### src/rtl/lfp_pkg.sv
package lfp_pkg;

    typedef enum logic [2:0] {
        ST_IDLE,
        ST_CHECK,
        ST_STORE_REG,
        ST_STORE_STAT,
        ST_RESOLVE,
        ST_BYPASS
    } lfp_state_e;

    typedef struct packed {
        logic secure;
        logic ts;
        logic user;
        logic hfrdy;
        logic splim;
        logic fpu_ok;
        logic ns_cp10;
    } lfp_ctx_t;

endpackage

### src/rtl/lfp_access_chk.sv
module lfp_access_chk (
    input  logic secure_i,
    input  logic fpu_ok_i,
    input  logic ns_cp10_i,
    output logic deny_o,
    output logic bank_o
);
    // FPU access of the interrupted context is checked first; the
    // non-secure enable only matters once that passes.
    always_comb begin
        deny_o = !fpu_ok_i || (!secure_i && !ns_cp10_i);
        bank_o = fpu_ok_i ? 1'b1 : secure_i;
    end
endmodule

### src/rtl/lfp_addr_gen.sv
module lfp_addr_gen #(
    parameter int ADDR_W    = 32,
    parameter int NREG      = 32,
    parameter int BASE_REGS = 16
) (
    input  logic [ADDR_W-1:0]           base_i,
    input  logic [$clog2(NREG)-1:0]     widx_i,
    input  logic                        stat_sel_i,
    output logic [ADDR_W-1:0]           addr_o,
    output logic [$clog2(NREG/2)-1:0]   pair_o,
    output logic                        hi_o
);
    localparam int WIDX_W = $clog2(NREG);
    localparam logic [ADDR_W-1:0] STAT_OFS = ADDR_W'(4 * BASE_REGS);
    localparam logic [ADDR_W-1:0] GAP     = ADDR_W'(8);

    logic [ADDR_W-1:0] word_ofs;

    always_comb begin
        word_ofs = ADDR_W'(widx_i) << 2;
        if (widx_i >= WIDX_W'(BASE_REGS))
            word_ofs = word_ofs + GAP;
        addr_o = stat_sel_i ? (base_i + STAT_OFS) : (base_i + word_ofs);
        pair_o = widx_i[WIDX_W-1:1];
        hi_o   = widx_i[0];
    end
endmodule

### src/rtl/lfp_save_seq.sv
module lfp_save_seq
    import lfp_pkg::*;
#(
    parameter int ADDR_W    = 32,
    parameter int DATA_W    = 32,
    parameter int NREG      = 32,
    parameter int BASE_REGS = 16
) (
    input  logic                        clk,
    input  logic                        rst_n,
    input  logic                        lazy_arm_i,
    input  logic                        start_i,
    output logic                        done_o,
    output logic                        abort_o,
    output logic                        lazy_pend_o,
    input  logic                        ctx_secure_i,
    input  logic                        ctx_ts_i,
    input  logic                        ctx_user_i,
    input  logic                        ctx_hfrdy_i,
    input  logic                        ctx_splim_i,
    input  logic                        ctx_fpu_ok_i,
    input  logic                        ctx_ns_cp10_i,
    input  logic [ADDR_W-1:0]           frame_base_i,
    output logic [$clog2(NREG/2)-1:0]   rf_idx_o,
    input  logic [2*DATA_W-1:0]         rf_data_i,
    input  logic [DATA_W-1:0]           fpscr_i,
    output logic                        ctx_clear_o,
    output logic                        mem_valid_o,
    input  logic                        mem_ready_i,
    input  logic                        mem_err_i,
    output logic [ADDR_W-1:0]           mem_addr_o,
    output logic [DATA_W-1:0]           mem_data_o,
    output logic                        mem_priv_o,
    output logic                        mem_negpri_o,
    output logic                        fault_pend_o,
    output logic                        fault_bank_o,
    output logic                        fault_nocp_o,
    output logic                        fault_stk_o,
    input  logic                        fault_take_i
);
    localparam int WIDX_W = $clog2(NREG);
    localparam logic [WIDX_W-1:0] LAST_FULL = WIDX_W'(NREG - 1);
    localparam logic [WIDX_W-1:0] LAST_BASE = WIDX_W'(BASE_REGS - 1);

    lfp_state_e        state_q, state_d;
    lfp_ctx_t          ctx_q;
    logic [ADDR_W-1:0] base_q;
    logic [WIDX_W-1:0] widx_q;
    logic              ok_q;
    logic              pend_q;

    logic              ts_eff;
    logic              last_word;
    logic              deny;
    logic              deny_bank;
    logic              wr_fire;
    logic              hi_sel;
    logic              abort_now;

    lfp_access_chk u_access (
        .secure_i  (ctx_q.secure),
        .fpu_ok_i  (ctx_q.fpu_ok),
        .ns_cp10_i (ctx_q.ns_cp10),
        .deny_o    (deny),
        .bank_o    (deny_bank)
    );

    lfp_addr_gen #(
        .ADDR_W    (ADDR_W),
        .NREG      (NREG),
        .BASE_REGS (BASE_REGS)
    ) u_addr (
        .base_i     (base_q),
        .widx_i     (widx_q),
        .stat_sel_i (state_q == ST_STORE_STAT),
        .addr_o     (mem_addr_o),
        .pair_o     (rf_idx_o),
        .hi_o       (hi_sel)
    );

    assign ts_eff    = ctx_q.secure && ctx_q.ts;
    assign last_word = widx_q == (ts_eff ? LAST_FULL : LAST_BASE);
    assign wr_fire   = mem_valid_o && mem_ready_i;
    assign abort_now = (state_q == ST_RESOLVE) && !ok_q && fault_take_i;

    // next state
    always_comb begin
        state_d = state_q;
        unique case (state_q)
            ST_IDLE:
                if (start_i) state_d = pend_q ? ST_CHECK : ST_BYPASS;
            ST_CHECK:
                if (deny || ctx_q.splim) state_d = ST_RESOLVE;
                else                     state_d = ST_STORE_REG;
            ST_STORE_REG:
                if (wr_fire) begin
                    if (mem_err_i)      state_d = ST_RESOLVE;
                    else if (last_word) state_d = ST_STORE_STAT;
                end
            ST_STORE_STAT:
                if (wr_fire) state_d = ST_RESOLVE;
            ST_RESOLVE:  state_d = ST_IDLE;
            ST_BYPASS:   state_d = ST_IDLE;
            default:     state_d = ST_IDLE;
        endcase
    end

    // state and datapath registers
    always_ff @(posedge clk or negedge rst_n) begin
        if (!rst_n) begin
            state_q <= ST_IDLE;
            ctx_q   <= '0;
            base_q  <= '0;
            widx_q  <= '0;
            ok_q    <= 1'b1;
            pend_q  <= 1'b0;
        end else begin
            state_q <= state_d;
            if (state_q == ST_IDLE && start_i) begin
                ctx_q  <= '{secure: ctx_secure_i, ts: ctx_ts_i, user: ctx_user_i,
                            hfrdy: ctx_hfrdy_i, splim: ctx_splim_i,
                            fpu_ok: ctx_fpu_ok_i, ns_cp10: ctx_ns_cp10_i};
                base_q <= frame_base_i;
                widx_q <= '0;
                ok_q   <= 1'b1;
            end
            if (state_q == ST_CHECK && deny)
                ok_q <= 1'b0;
            if (wr_fire && mem_err_i)
                ok_q <= 1'b0;
            if (state_q == ST_STORE_REG && wr_fire && !mem_err_i && !last_word)
                widx_q <= widx_q + 1'b1;
            if (lazy_arm_i)
                pend_q <= 1'b1;
            else if (state_q == ST_RESOLVE && !abort_now)
                pend_q <= 1'b0;
        end
    end

    // outputs
    always_comb begin
        mem_valid_o  = (state_q == ST_STORE_REG) || (state_q == ST_STORE_STAT);
        mem_data_o   = (state_q == ST_STORE_STAT) ? fpscr_i
                     : (hi_sel ? rf_data_i[2*DATA_W-1:DATA_W] : rf_data_i[DATA_W-1:0]);
        mem_priv_o   = !ctx_q.user;
        mem_negpri_o = !ctx_q.hfrdy;
        fault_nocp_o = (state_q == ST_CHECK) && deny;
        fault_stk_o  = wr_fire && mem_err_i;
        fault_pend_o = fault_nocp_o || fault_stk_o;
        fault_bank_o = (state_q == ST_CHECK) ? deny_bank : ctx_q.secure;
        done_o       = (state_q == ST_RESOLVE) || (state_q == ST_BYPASS);
        abort_o      = abort_now;
        ctx_clear_o  = (state_q == ST_RESOLVE) && ts_eff && !abort_now;
        lazy_pend_o  = pend_q;
    end
endmodule

### config.mk
export PLATFORM = sky130hd
export DESIGN_NAME = lfp_save_seq
export DESIGN_NICKNAME = d
export VERILOG_FILES = /design/src/rtl/lfp_pkg.sv /design/src/rtl/lfp_access_chk.sv /design/src/rtl/lfp_addr_gen.sv /design/src/rtl/lfp_save_seq.sv
export SDC_FILE = /design/constraint.sdc
export NUM_CORES = 1
export LEC_CHECK = 0
export BUFFER_PORTS_ARGS = -buffer_cell sky130_fd_sc_hd__buf_2
export CAP_MARGIN = 40
export CORE_AREA = 2 2 92 94
export DETAILED_ROUTE_END_ITERATION = 8
export DIE_AREA = 0 0 94 96
export GPL_ROUTABILITY_DRIVEN = 0
export PLACE_DENSITY = 0.82
export SETUP_SLACK_MARGIN = 0.2
export SYNTH_ARGS = -nofsm -noshare
export SYNTH_HDL_FRONTEND = slang
export SYNTH_SLANG_ARGS = --single-unit
### constraint.sdc
create_clock -name clk -period 4.5 [get_ports clk]
set_input_delay 0.45 -clock clk [delete_from_list [all_inputs] [get_ports clk]]
set_output_delay 0.45 -clock clk [all_outputs]
set_load 0.01 [all_outputs]
# Word-level counts from Yosys, hierarchy flattened
# Cells that the tools add are included.
[op_classes] add_sub_neg=4 magnitude_cmp=1 n_eq_ne=10 n_mux=22 n_reduce_logical=33
[ops] cell="2-to-1 mux 32 bit" n=3
[ops] cell="adder 32 bit" n=1
[ops] cell="adder 32 x 7 -> 32 bit, second input constant" n=1
[ops] cell="2-to-1 mux 3 bit" n=7
[ops] cell="2-to-1 mux 5 bit" n=3
[ops] cell="logical AND 1 bit" n=14
[ops] cell="case mux 3 bit (4 select lines)" n=1
[ops] cell="logical NOT 1 bit" n=9
[ops] cell="adder 7 x 4 -> 8 bit, second input constant" n=1
[ops] cell="2-to-1 mux 8 bit" n=1
[ops] cell="2-to-1 mux 1 bit" n=7
[ops] cell="equality test 3 x 2 -> 1 bit, second input constant" n=2
[ops] cell="equality test 3 bit, second input constant" n=2
[ops] cell="inequality test 2 bit, second input constant" n=3
[ops] cell="adder 5 x 1 -> 5 bit, second input constant" n=1
[ops] cell="equality test 5 bit" n=1
[ops] cell=">= comparator 5 bit, second input constant" n=1
[ops] cell="logical OR 1 bit" n=5
[ops] cell="AND reduction 4 bit" n=1
[ops] cell="nonzero test 2 bit" n=2
[ops] cell="equality test 3 x 1 -> 1 bit, second input constant" n=1
[ops] cell="logical NOT 3 bit" n=1
[ops] cell="inequality test 3 bit, second input constant" n=1
[ops] cell="nonzero test 3 bit" n=1
[word_totals] reg_bits=49 inputBits=142 out_inout_bits=79

# Depth between registers and ports, before layout
[depth] word_depth=7 depth_mapped=10

# Hierarchy
# From an unflattened synthesis, not the netlist that was laid out.
[unflattened] hier_cells=397 hier_area_um2=3718.6
[by_module_without_submodules] mod="lfp_save_seq" n_inst=1 cells_each=268 area_each_um2=2758.9
[by_module_without_submodules] mod="lfp_addr_gen" n_inst=1 cells_each=127 area_each_um2=948.4
[by_module_without_submodules] mod="lfp_access_chk" n_inst=1 cells_each=2 area_each_um2=11.3

# Worst setup path after synthesis
# Ideal clock, no wire load.
[synth_path] kind="register to output" from="register widx_q[1]" to="output port mem_addr_o[21]" t_arrival_ps=2273 required_time_ps=4050 setup_slack_ps=1777 stages_incl_launch_ff=10 n_path_buf=1 path_cell_list="dfrtp_1 -> ha_1 -> mux2_2 -> ha_1 -> o211ai_1 -> nor3_1 -> a211o_1 -> buf_2 -> nand3b_1 -> xnor2_1"
[synth_between] elab_chain_len=4 word_cells_on_any_way=5
[synth_rtl] item="start, declared" line_no="lfp_save_seq.sv:48" source="logic [WIDX_W-1:0] widx_q;"
[synth_rtl] item="start signal, assigned" line_no="lfp_save_seq.sv:132" source="widx_q <= widx_q + 1'b1;"
[synth_rtl] item="adder 7 x 4 -> 8 bit or >= comparator 5 bit (tied branches)" line_no="lfp_addr_gen.sv:22, lfp_addr_gen.sv:21"
[synth_rtl] item="2-to-1 mux 8 bit *" line_no="lfp_addr_gen.sv:21" source="if (widx_i >= WIDX_W'(BASE_REGS))"
[synth_rtl] item="adder 32 bit *" line_no="lfp_addr_gen.sv:23" source="addr_o = stat_sel_i ? (base_i + STAT_OFS) : (base_i + word_ofs);"
[synth_rtl] item="2-to-1 mux 32 bit *" line_no="lfp_addr_gen.sv:23"
[synth_rtl] item="end, declared" line_no="lfp_save_seq.sv:31" source="output logic [ADDR_W-1:0] mem_addr_o,"
# Every way passes the cells marked *; elsewhere a longest branch is shown, timed or not.

# Worst setup path after layout
[layout_path] from="register widx_q[1]" to="output port mem_addr_o[15]"
# The elaborated chain is that of the path after synthesis.

==> run summary <==
The run finished with clean final reports. The clock input transition at the sequential cells of the worst setup and hold paths is 90 ps. The most common cell after layout, fill and taps aside is sky130_fd_sc_hd__buf_2. The number of distinct library cells after synthesis is 53. The vias after detailed routing is 3,826. The startpoint of the lowest-slack register-to-register path is widx_q[0]. For this run, design rule violations remaining after detail routing come to 0. Leaving out fill and tap cells, the most frequent cells in the layout are sky130_fd_sc_hd__buf_2 (220), sky130_fd_sc_hd__nand2_1 (60), sky130_fd_sc_hd__dfrtp_1 (47), sky130_fd_sc_hd__o21ai_0 (45), sky130_fd_sc_hd__mux2_2 (39). The proportion of register bits with asynchronous set or reset after synthesis is 1.000.

The register area share after synthesis came out at 0.3289. The number of cells produced by synthesis is 406. Of the post-synthesis cell area, the dominant cell type holds 0.3218. The critical path is of the flip-flop to output port type.

Measured against its own limit, the worst slew margin works out to 0.5873. The maximum VDD drop came out at 0.0003371 V. The combined area of all synthesized cells came out at 3732 µm². The height of the die came out at 96 µm. For this run the aggregate overflow at the end of global routing stands at 0. The antenna diode count is 0. The die area is 9024 µm². Setup violations remaining at the end of the flow were counted as 0. The highest attainable clock frequency is 289.7 MHz. The floorplan step set the die width to 94 µm. The number of detailed-route iterations in the first pass came out at 4. The number of enable flip-flop cells after synthesis is 0. The number of port buffers is 220. The number of global-route vias before repair came out at 3,724.

From synthesis to final layout, the design area changed by 33.89%. After detailed routing, the number of vias per cell comes to 5.344. After clock tree synthesis, the flow added hold-fix buffers numbering 0. The initial utilization of the core area, before any placement, comes to 0.4636. The number of max-slew violations in the final report is 0. The global-route total usage across every layer came out at 0.2465.

The final non-filler cell total is 716. The kind of end point of the critical path is an output port. TritonCTS built the clock tree. The setup total negative slack is 0 ps. The final hold violation count is 0. The maximum fanout count along the critical path is 12. Summed over all layers, the routed wires come to 11,530 µm. The cell type contributing the most total cell area after synthesis is sky130_fd_sc_hd__dfrtp_1. The final critical delay including setup and external delays came out at 3452 ps. The number of register bits inferred by synthesis is 49.

The layout net count came out at 763. The violation count after the first detailed-routing iteration came out at 148. The measured slew at the worst slew-check pin came out at 619.1 ps.

The average wire per cell in the routed design is 16.11 µm. 221 I/O pins were placed. After synthesis, the cell types taking the most area are sky130_fd_sc_hd__dfrtp_1 (32%), sky130_fd_sc_hd__mux2_2 (12%), sky130_fd_sc_hd__mux2i_1 (8.9%). The path class of the tightest hold or removal check is input port to asynchronous set/reset pin. The tool flagged a number of max-cap violations equal to 0. For this run, the leading register cell type out of synthesis is sky130_fd_sc_hd__dfrtp_1. The floorplan has 33 rows. The per-instance average area after synthesis is 9.193 µm².

The library cell used as clock root buffer is sky130_fd_sc_hd__clkbuf_8. The post-detailed-placement half-perimeter wirelength came out at 9115 µm. The maximum clock path buffer count came out at 2. The wire length of the first global-routing pass is 17,440 µm. The post-cts resize count is 0. The power per cell area is 579.6 nW/µm². Fill cells in the final layout number 686. In this run the static leakage power is 2.392 nW. After detailed placement, the design holds a cell count of 708. The number of clock buffers inserted by TritonCTS came out at 5. Dividing the final minimum period by the clock period gives 0.7671. The H-tree depth came out at 2. The area of the core region came out at 8051 µm².

The clock insertion delay at the later pin of the skew report came out at 310 ps. Entering global routing, the biggest net connects 71 pins. The number of antenna violations at the first check in global routing came to 0. The number of warnings printed during yosys synthesis came out at 0.

The total clock sinks is 49. The signal arrival time at the worst endpoint came out at 3000 ps. The required time of the worst setup path is 4050 ps. The worst setup path startpoint is widx_q[1].

In this run the remaining antenna-violating nets after routing total 0. The nature of the critical path startpoint is a flip-flop. In this run the post-CTS setup repair buffer count came out at 0.

Setup repair after global routing left no endpoint under its margin. The net count after synthesis is 559. Of the cells placed in the final design, the portion with a size suffix greater than 1 is 0.4697. The setup skew after layout is 9.340 ps.
[power breakdown]
part	leakage [nW]	switching [mW]	internal, mW
sequential	0.586	0.271	0.648
combinational	1.74	0.830	0.772
clock	0.0681	0.154	0.221
total	2.39	1.26	1.64
[worst max-delay path, stage by stage (launching register included)]
cell                       delay, ps
sky130_fd_sc_hd__dfrtp_1         450
sky130_fd_sc_hd__ha_1            310
sky130_fd_sc_hd__mux2_2          260
sky130_fd_sc_hd__ha_1            350
sky130_fd_sc_hd__o211ai_1        130
sky130_fd_sc_hd__nor3_1          240
sky130_fd_sc_hd__a211o_1         400
sky130_fd_sc_hd__nand3_1         180
sky130_fd_sc_hd__xnor2_1         200
sky130_fd_sc_hd__buf_2           160
[state kept, by name, summed over array words and instances (netlist names)]
signal	cells
base_q	32
ctx_q	7
state_q	3
lazy_pend_o	1
ok_q	1
widx_q	5
[synthesized netlist by cell type (2+ instances only)]
cell type,instances
sky130_fd_sc_hd__nor4b_4,2
sky130_fd_sc_hd__nor3_1,7
sky130_fd_sc_hd__a21o_1,5
sky130_fd_sc_hd__buf_4,3
sky130_fd_sc_hd__nand3_1,14
sky130_fd_sc_hd__nand3b_1,2
sky130_fd_sc_hd__mux2i_1,33
sky130_fd_sc_hd__dfrtp_1,48
sky130_fd_sc_hd__xor2_1,5
sky130_fd_sc_hd__nand2_1,60
sky130_fd_sc_hd__nor2b_1,2
sky130_fd_sc_hd__xnor2_1,24
sky130_fd_sc_hd__clkbuf_1,10
sky130_fd_sc_hd__and2_1,3
sky130_fd_sc_hd__and3_1,8
sky130_fd_sc_hd__o21ai_0,45
sky130_fd_sc_hd__mux2_2,39
sky130_fd_sc_hd__nand2b_1,2
sky130_fd_sc_hd__buf_2,11
sky130_fd_sc_hd__and4_1,3
sky130_fd_sc_hd__nor4_1,2
sky130_fd_sc_hd__nor2_1,15
sky130_fd_sc_hd__ha_1,10
sky130_fd_sc_hd__nand3_2,5
sky130_fd_sc_hd__and3b_1,2
sky130_fd_sc_hd__buf_1,2
sky130_fd_sc_hd__a21oi_1,8
sky130_fd_sc_hd__inv_1,7
sky130_fd_sc_hd__nand4_1,5
[stage by stage]
| step | cell area, µm² | total power, mW | util | hold slack (ps) | setup WS (ps) |
|---|---|---|---|---|---|
| floorplan | 3732 | 1.945 | - | 154.4 | 1777 |
| global placement | 4863 | 2.467 | 0.6040 | 488.8 | 1615 |
| detailed placement | 4863 | 2.527 | 0.6040 | 495.2 | 1456 |
| CTS | 4997 | 2.911 | 0.6207 | 262.5 | 1098 |
| global route | 4997 | 3.113 | 0.6207 | 288.7 | 942.8 |
| finish | 4997 | 2.897 | 0.6207 | 240.0 | 1048 |
[worst paths after layout]
kind / to / slack, ps / cells past startpoint
setup / recovery: mem_addr_o[15] / 1050 / 9
hold / removal: base_q[17] / 240 / 2
setup reg to reg: widx_q[1] / 2130 / 5
hold reg to reg: ok_q / 500 / 2
max in group asynchronous: widx_q[0] / 3810 / 2
min in group clk: lazy_pend_o / 340 / 2
[logic make-up (layout without fill, tap and decap cells)]
family	count (synthesis)	in the layout	synth area share
and+or+nand+nor	136	136	0.1911
muxes	72	72	0.2062
buffers and inverters	34	239	0.04291
adders and majority gates	11	11	0.03889
DFF	49	49	0.3289
AOI/OAI and AO/OA	75	75	0.1240
xor gates and xnor gates	29	29	0.06805
[layout make-up]
cell class | count | area [µm²] | area share
well taps | 105 | 131.4 | 0.02629
clock buffers | 5 | 68.82 | 0.01377
clock inverters | 3 | 65.06 | 0.01302
flip-flops and latches | 49 | 1229 | 0.2459
inverters | 7 | 26.28 | 0.005258
repair buffers | 224 | 1131 | 0.2263
multi-input cells | 323 | 2346 | 0.4695
[routing by layer]
layer / wire length [µm] / global-route usage / vias to the layer above
li1: - / - / 1853
met1: 4297 / 0.2625 / 1794
met2: 6092 / 0.4833 / 160
met3: 895 / 0.05482 / 19
met4: 247 / 0.07246 / 0
met5: 0 / 0 / -
Note: power is estimated with default switching activity, not from simulation.
